File: config.mk
export PLATFORM = sky130hd
export DESIGN_NAME = chain_irq_node
export DESIGN_NICKNAME = d
export VERILOG_FILES = /design/src/rtl/chain_irq_pkg.sv /design/src/rtl/chain_bus_monitor.sv /design/src/rtl/chain_ret_decoder.sv /design/src/rtl/chain_irq_state.sv /design/src/rtl/chain_irq_node.sv
export SDC_FILE = /design/constraint.sdc
export NUM_CORES = 1
export LEC_CHECK = 0
export ABC_AREA = 1
export BUFFER_PORTS_ARGS = -buffer_cell sky130_fd_sc_hd__buf_4
export CORE_AREA = 2 2 39 41
export CTS_BUF_LIST = sky130_fd_sc_hd__clkbuf_2
export CTS_CLUSTER_DIAMETER = 60
export DETAILED_ROUTE_END_ITERATION = 8
export DIE_AREA = 0 0 41 43
export GPL_TIMING_DRIVEN = 0
export PLACE_DENSITY = 0.72
export SYNTH_ARGS = -nofsm -noshare
export SYNTH_HDL_FRONTEND = slang
export SYNTH_SLANG_ARGS = --single-unit
File: constraint.sdc
create_clock -name clk -period 1.8 [get_ports clk]
set_input_delay 0.09 -clock clk [delete_from_list [all_inputs] [get_ports clk]]
set_output_delay 0.09 -clock clk [all_outputs]
set_load 0.01 [all_outputs]
File: src/rtl/chain_irq_pkg.sv
package chain_irq_pkg;

  // Return-from-interrupt byte pair seen on consecutive opcode fetches
  localparam logic [7:0] RET_PREFIX_DEF = 8'hED;
  localparam logic [7:0] RET_OPCODE_DEF = 8'h4D;

  // Decoded bus activity for one clock
  typedef struct packed {
    logic fetch_act;  // opcode fetch strobes active
    logic ack_act;    // acknowledge strobes active
    logic fetch_evt;  // first clock of a fetch
    logic ack_evt;    // first clock of an acknowledge
  } bus_evt_t;

endpackage

File: src/rtl/chain_bus_monitor.sv
module chain_bus_monitor
  import chain_irq_pkg::*;
(
  input  logic     clk,
  input  logic     srst_n,
  input  logic     m1_n,
  input  logic     mreq_n,
  input  logic     iorq_n,
  output bus_evt_t evt
);

  logic fetch_now, ack_now;
  logic fetch_q, ack_q;
  logic fetch_d, ack_d;

  // Strobe pattern decode
  always_comb begin
    fetch_now = ~m1_n & ~mreq_n;
    ack_now   = ~m1_n & ~iorq_n & mreq_n;
  end

  // Next state: remember the previous strobe pattern
  always_comb begin
    fetch_d = fetch_now;
    ack_d   = ack_now;
  end

  always_ff @(posedge clk or negedge srst_n) begin
    if (!srst_n) begin
      fetch_q <= 1'b0;
      ack_q   <= 1'b0;
    end else begin
      fetch_q <= fetch_d;
      ack_q   <= ack_d;
    end
  end

  always_comb begin
    evt.fetch_act = fetch_now;
    evt.ack_act   = ack_now;
    evt.fetch_evt = fetch_now & ~fetch_q;
    evt.ack_evt   = ack_now & ~ack_q;
  end

endmodule

File: src/rtl/chain_ret_decoder.sv
module chain_ret_decoder #(
  parameter int                DATA_W     = 8,
  parameter logic [DATA_W-1:0] RET_PREFIX = DATA_W'(8'hED),
  parameter logic [DATA_W-1:0] RET_OPCODE = DATA_W'(8'h4D)
) (
  input  logic              clk,
  input  logic              srst_n,
  input  logic              fetch_evt,
  input  logic [DATA_W-1:0] opcode,
  output logic              ret_hit
);

  logic prefix_q, prefix_d;
  logic is_prefix, is_second;

  always_comb begin
    is_prefix = (opcode == RET_PREFIX);
    is_second = (opcode == RET_OPCODE);
  end

  // Any fetch rewrites the prefix flag; non-fetch clocks keep it
  always_comb begin
    prefix_d = prefix_q;
    if (fetch_evt) begin
      prefix_d = is_prefix;
    end
  end

  always_ff @(posedge clk or negedge srst_n) begin
    if (!srst_n) begin
      prefix_q <= 1'b0;
    end else begin
      prefix_q <= prefix_d;
    end
  end

  always_comb begin
    ret_hit = fetch_evt & prefix_q & is_second;
  end

endmodule

File: src/rtl/chain_irq_state.sv
module chain_irq_state (
  input  logic clk,
  input  logic srst_n,
  input  logic iei,
  input  logic src_req,
  input  logic m1_n,
  input  logic ack_evt,
  input  logic ret_hit,
  output logic pending,
  output logic in_service,
  output logic chain_block
);

  logic pend_q, pend_d;
  logic serv_q, serv_d;
  logic gate_q, gate_d;
  logic accept, release_ok;

  always_comb begin
    accept     = ack_evt & iei & pend_q;
    release_ok = ret_hit & iei;
  end

  // Next state
  always_comb begin
    pend_d = src_req | (pend_q & ~accept);
    serv_d = accept  | (serv_q & ~release_ok);
    // pending view for the chain is frozen while M1 is low
    gate_d = gate_q;
    if (m1_n) begin
      gate_d = pend_d;
    end
  end

  // Registers
  always_ff @(posedge clk or negedge srst_n) begin
    if (!srst_n) begin
      pend_q <= 1'b0;
      serv_q <= 1'b0;
      gate_q <= 1'b0;
    end else begin
      pend_q <= pend_d;
      serv_q <= serv_d;
      gate_q <= gate_d;
    end
  end

  always_comb begin
    pending     = pend_q;
    in_service  = serv_q;
    chain_block = serv_q | gate_q;
  end

endmodule

File: src/rtl/chain_irq_node.sv
module chain_irq_node
  import chain_irq_pkg::*;
#(
  parameter int                DATA_W     = 8,
  parameter logic [DATA_W-1:0] RET_PREFIX = DATA_W'(RET_PREFIX_DEF),
  parameter logic [DATA_W-1:0] RET_OPCODE = DATA_W'(RET_OPCODE_DEF),
  parameter int                SYNC_DEPTH = 2
) (
  input  logic              clk,
  input  logic              rst_n,
  input  logic              iei,
  output logic              ieo,
  input  logic              src_req,
  input  logic              m1_n,
  input  logic              mreq_n,
  input  logic              iorq_n,
  input  logic [DATA_W-1:0] data_in,
  input  logic [DATA_W-1:0] vec_cfg,
  output logic [DATA_W-1:0] data_out,
  output logic              data_oe,
  output logic              int_n
);

  localparam int SYNC_MSB = SYNC_DEPTH - 1;

  logic [SYNC_MSB:0] rsync_q;
  logic              srst_n;
  bus_evt_t          evt;
  logic              ret_hit;
  logic              pending;
  logic              in_service;
  logic              chain_block;

  // Reset asserts at once, releases after SYNC_DEPTH clocks
  always_ff @(posedge clk or negedge rst_n) begin
    if (!rst_n) begin
      rsync_q <= '0;
    end else begin
      rsync_q <= {rsync_q[SYNC_MSB-1:0], 1'b1};
    end
  end

  always_comb srst_n = rsync_q[SYNC_MSB];

  chain_bus_monitor u_bus (
    .clk    (clk),
    .srst_n (srst_n),
    .m1_n   (m1_n),
    .mreq_n (mreq_n),
    .iorq_n (iorq_n),
    .evt    (evt)
  );

  chain_ret_decoder #(
    .DATA_W     (DATA_W),
    .RET_PREFIX (RET_PREFIX),
    .RET_OPCODE (RET_OPCODE)
  ) u_ret (
    .clk       (clk),
    .srst_n    (srst_n),
    .fetch_evt (evt.fetch_evt),
    .opcode    (data_in),
    .ret_hit   (ret_hit)
  );

  chain_irq_state u_state (
    .clk         (clk),
    .srst_n      (srst_n),
    .iei         (iei),
    .src_req     (src_req),
    .m1_n        (m1_n),
    .ack_evt     (evt.ack_evt),
    .ret_hit     (ret_hit),
    .pending     (pending),
    .in_service  (in_service),
    .chain_block (chain_block)
  );

  // Chain and bus outputs
  always_comb begin
    ieo      = iei & ~chain_block;
    int_n    = ~(pending & iei);
    data_oe  = evt.ack_act & iei & ~ieo;
    data_out = data_oe ? vec_cfg : '0;
  end

endmodule

==> After elaboration in Yosys (flattened, before gate mapping) <==
Cells that the tools add are included.
Widths: inputs -> output; s select.
{ "totals": {"register_bits": 8, "out_inout_bits": 11, "input_bits": 23, "word_cells": 39} }
{ "op_classes": {"eq_ne": 2, "n_mux": 1, "n_bitwise": 29} }
{ "op_table": {"columns": ["op", "count"], "rows": [
  ["$and 1x1->1", 16],
  ["$not 1->1", 10],
  ["$eq 8x7->1 const B", 1],
  ["$eq 8x8->1 const B", 1],
  ["$mux 8", 1],
  ["$or 1x1->1", 3]
]} }

==> Longest topological paths before layout <==
{ "depth": {"depth_word": 9, "mapped_depth": 8, "depth_no_buf": 8} }

==> Hierarchy <==
From an unflattened synthesis, not the netlist that was laid out.
{ "unflattened": {"cells_unflattened": 67, "area_unflattened_um2": 456.7} }
{ "modules_own_cells": {"columns": ["mod", "instances", "area_per_inst_um2", "seq_area_each_um2", "cells_each"], "rows": [
  ["chain_irq_node", 1, 146.4, 50.0, 24],
  ["chain_irq_state", 1, 130.1, 75.1, 16],
  ["chain_bus_monitor", 1, 91.3, 50.0, 10],
  ["chain_ret_decoder", 1, 88.8, 25.0, 17]
]} }

==> Least setup slack after synthesis <==
OpenSTA, ideal clock, no wires.
{ "synth_timing": {"kind": "reg2out", "startpoint": "register u_state.serv_q, in the netlist u_state.in_service", "endpoint": "output data_out[0]", "t_required_ns": 1.710, "stages_incl_launch_ff": 5, "n_path_buf": 0, "arrival_time_ns": 0.934, "slack_ns": 0.776, "path_cell_list": "dfrtp_1 -> nor3b_4 -> nor2_4 -> inv_6 -> nor2_2"} }
{ "synth_between": {"elab_chain_len": 6} }
{ "synth_lines": {"columns": ["element", "line_no", "text"], "rows": [
  ["start: declaration", "chain_irq_state.sv:15", "logic serv_q, serv_d;"],
  ["start signal: assignment", "chain_irq_state.sv:43", "serv_q <= serv_d;"],
  ["$or 1x1->1", "chain_irq_state.sv:51", "chain_block = serv_q | gate_q;"],
  ["$not 1->1", "chain_irq_node.sv:81", "ieo = iei & ~chain_block;"],
  ["$and 1x1->1", "chain_irq_node.sv:81", null],
  ["via ieo", "chain_irq_node.sv:12", "output logic ieo,"],
  ["$not 1->1", "chain_irq_node.sv:83", "data_oe = evt.ack_act & iei & ~ieo;"],
  ["$and 1x1->1", "chain_irq_node.sv:83", null],
  ["via data_oe", "chain_irq_node.sv:20", "output logic data_oe,"],
  ["$mux 8", "chain_irq_node.sv:84", "data_out = data_oe ? vec_cfg : '0;"],
  ["end: declaration", "chain_irq_node.sv:19", "output logic [DATA_W-1:0] data_out,"]
]} }
The timed path passes the listed nets, and every way through them passes these cells.

==> Worst setup path after layout <==
{ "layout_timing": {"startpoint": "register u_state.serv_q, in the netlist u_state.in_service", "endpoint": "output data_out[1]"} }
{ "layout_between": {"elab_chain_len": 6} }
{ "layout_lines": {"columns": ["element", "line_no"], "rows": [
  ["$or 1x1->1", "chain_irq_state.sv:51"],
  ["$not 1->1", "chain_irq_node.sv:81"],
  ["$and 1x1->1", "chain_irq_node.sv:81"],
  ["$not 1->1", "chain_irq_node.sv:83"],
  ["$and 1x1->1", "chain_irq_node.sv:83"],
  ["$mux 8", "chain_irq_node.sv:84"]
]} }
No other way between the ends.

==> results_dict.tcl <==
set metrics [dict create \
    num-fill-cells 129 \
    startpoint_type "register" \
    die_w_um 41 \
    synth.most_common_cell "inv_1" \
    finalCriticalPeriod_ns 1.34 \
    worstPathRequired_ns 1.71 \
    synth_top_family_by_area "simple AND/OR/NAND/NOR gates" \
    grt.overflow.total 0 \
    power_uw 387 \
    max_freq_mhz 748 \
    synthArstFlopShare 1.00 \
    place_congestion 0.668 \
    via_per_inst 4.29 \
    synthAdderAreaFrac 0 \
    grtUsageTotal 0.142 \
    slew_viol_final 0 \
    grt_max_degree 9 \
    layout-area-overhead-vs-synth_pct 60.3 \
    synth_top_area_share 0.412 \
    final_nets 127 \
    clockBufferDepth 2 \
    port_buffers 33 \
    vias 506 \
    cts_root_buf "clkbuf_2" \
    drv_cap 0 \
    path_cells "nor3b_4 > nor2_4 > inv_6 > nor2_2 > buf_4" \
    drtAntennaViolNets 0 \
    synthXorXnorAreaFrac 0 \
    outcome "completed" \
    start_util 0.351 \
    wl_per_cell_um 8.50 \
    syn_inst 65 \
    cts_sinks 8 \
    synthDistinctLibCells 14 \
    vdd_ir_drop_max_v 0.000317 \
    postCtsSetupBuffers 0 \
    critical-path-top-delay-family "flip-flops" \
    reg2reg_depth 8 \
    rows 14 \
    antenna_found_initial 0 \
    clk_latency_ns 0.23 \
    cts.reportedPaths.clkPinSlew_ns 0.07 \
    drtIter0Drc 5 \
    grt_pass1_vias 461 \
    synth_warnings 0 \
    yosysTopAreaCell "dfrtp_1" \
    synth_enable_flop_cells 0 \
    routed_wl_mm 1.00 \
    setup_viol 0 \
    netlist_area_um2 485 \
    path_buf_inv 2 \
    cp_slowest_cell "dfrtp_1" \
    hold_viol 0 \
    drt-pass1-iter-count 2 \
    synth-seq-cells 8 \
    yosys.area_share.simple 0.410 \
    hold_path_class "input port to register" \
    drc 0 \
    synthesis.nets 88 \
    whs_path_depth 2 \
    dpl.hpwl_um 891 \
    cts_buffers 3 \
    ios 34 \
    grt_pass1_wl_mm 1.68 \
    arrival_ns 1.25 \
    cts_tree "built" \
    cp_max_fo 8 \
    synth_area_leaders "dfrtp_1, inv_1, nand2_1" \
    end_kind "output pin" \
    crit_type "register to output pin" \
    finalSetupTns_ns 0 \
    hold_buffers 1 \
    synth_area_per_cell_um2 7.47 \
    synth_compound_area_frac 0.0129 \
    fin_crit_sh 0.743 \
    cts_resized 0 \
    htree_num_levels 1 \
    synth_flop_cell "dfrtp_1" \
    drive_above_1_share 0.500 \
    diodes 0 \
    rsz0062_at_grt "false" \
    crit_path_max_incr_delay_ns 0.41 \
    cp.depth 5 \
    die_h_um 43 \
    static-leakage-power_nw 0.456 \
    coreArea_um2 1380 \
    power_density_nw_per_um2 497 \
    finalClockSkew_ns 0.00391 \
    synth.area.mux_share 0 \
    synth_seq_area_share 0.412 \
    dieArea_um2 1760 \
    synth_top_cells_by_count "inv_1, nand2_1, dfrtp_1, nor2_2, nor2_1" \
]
-- final timing paths --
path | startpoint | end | slack, ns
setup / recovery | u_state.in_service | data_out[1] | 0.46
hold / removal | iorq_n | u_bus.ack_q | 0.03
setup reg to reg | u_bus.fetch_q | u_state.in_service | 0.93
hold reg to reg | rsync_q[1] | u_state.in_service | 0.09
max in group asynchronous | rsync_q[1] | u_ret.prefix_q | 1.50
min in group asynchronous | rsync_q[1] | u_state.in_service | 0.09
-- report_power, final --
group	internal, mW	switching, mW	total, mW	leakage [nW]
registers	0.189	0.00873	0.198	0.0929
logic	0.0502	0.0362	0.0864	0.350
clock network	0.0454	0.0573	0.103	0.0125
total	0.285	0.102	0.387	0.456
-- layout by cell type (no fill, tap or decap) --
cell type	Yosys	layout
dlygate4sd3_1	0	1
inv_2	1	1
nor2_1	5	5
nand4_1	3	3
inv_1	17	17
o22ai_1	1	1
clkbuf_2	0	3
nand3_1	1	1
nor3b_4	1	1
dfrtp_1	8	8
nor2_4	2	2
buf_4	0	33
inv_6	1	1
nor2_2	8	8
nand2_2	2	2
nand2_1	14	14
conb_1	1	1
-- per-layer routing --
metal  vias to the layer above  track usage  routed length [um]
li1                        262            -                   -
met1                       211        0.143                 345
met2                        31        0.231                 464
met3                         2       0.0419                 177
met4                         0        0.100                  15
met5                         -            0                   0
-- through the flow --
step / hold slack (ns) / area, um2 / cells / setup slack [ns] / utilization
after global routing: 0.00261 / 778 / 118 / 0.376 / 0.562
final: 0.0267 / 778 / 118 / 0.463 / 0.562
after detailed placement: -0.126 / 753 / 114 / 0.701 / 0.544
after floorplan: -0.206 / 485 / 65 / 0.776 / -
after global placement: -0.128 / 753 / 114 / 0.731 / 0.544
after CTS: 0.0107 / 778 / 118 / 0.425 / 0.562
-- area by class of cell --
| type | count | area (um2) | area share |
|---|---|---|---|
| Inverter | 19 | 76.3 | 0.0981 |
| Sequential cell | 8 | 200 | 0.257 |
| Clock buffer | 3 | 15.0 | 0.0193 |
| Multi-Input combinational cell | 38 | 209 | 0.268 |
| Timing Repair Buffer | 34 | 258 | 0.331 |
| Tap cell | 16 | 20.0 | 0.0257 |
-- cell families after synthesis --
| group | count (synthesis) |
|---|---|
| DFF | 8 |
| buffers and inverters | 19 |
| and+or+nand+nor | 36 |
| AOI/OAI and AO/OA | 1 |
| other | 1 |
-- sequential cells by signal, indices dropped and copies added (netlist names) --
register and cells:
rsync_q 2, u_bus.fetch_q 1, u_state.gate_q 1, u_ret.prefix_q 1, u_state.in_service 1, u_bus.ack_q 1, u_state.pending 1
-- worst register-to-register path, stage by stage, from the launching register on --
cell and delay [ns]:
dfrtp_1 0.36, inv_1 0.04, nand2_1 0.04, inv_1 0.07, nand2_1 0.06, inv_1 0.05, nand2_1 0.04, nand2_1 0.05
nand2_1 0.05
Power figures use the tool's default switching activity.
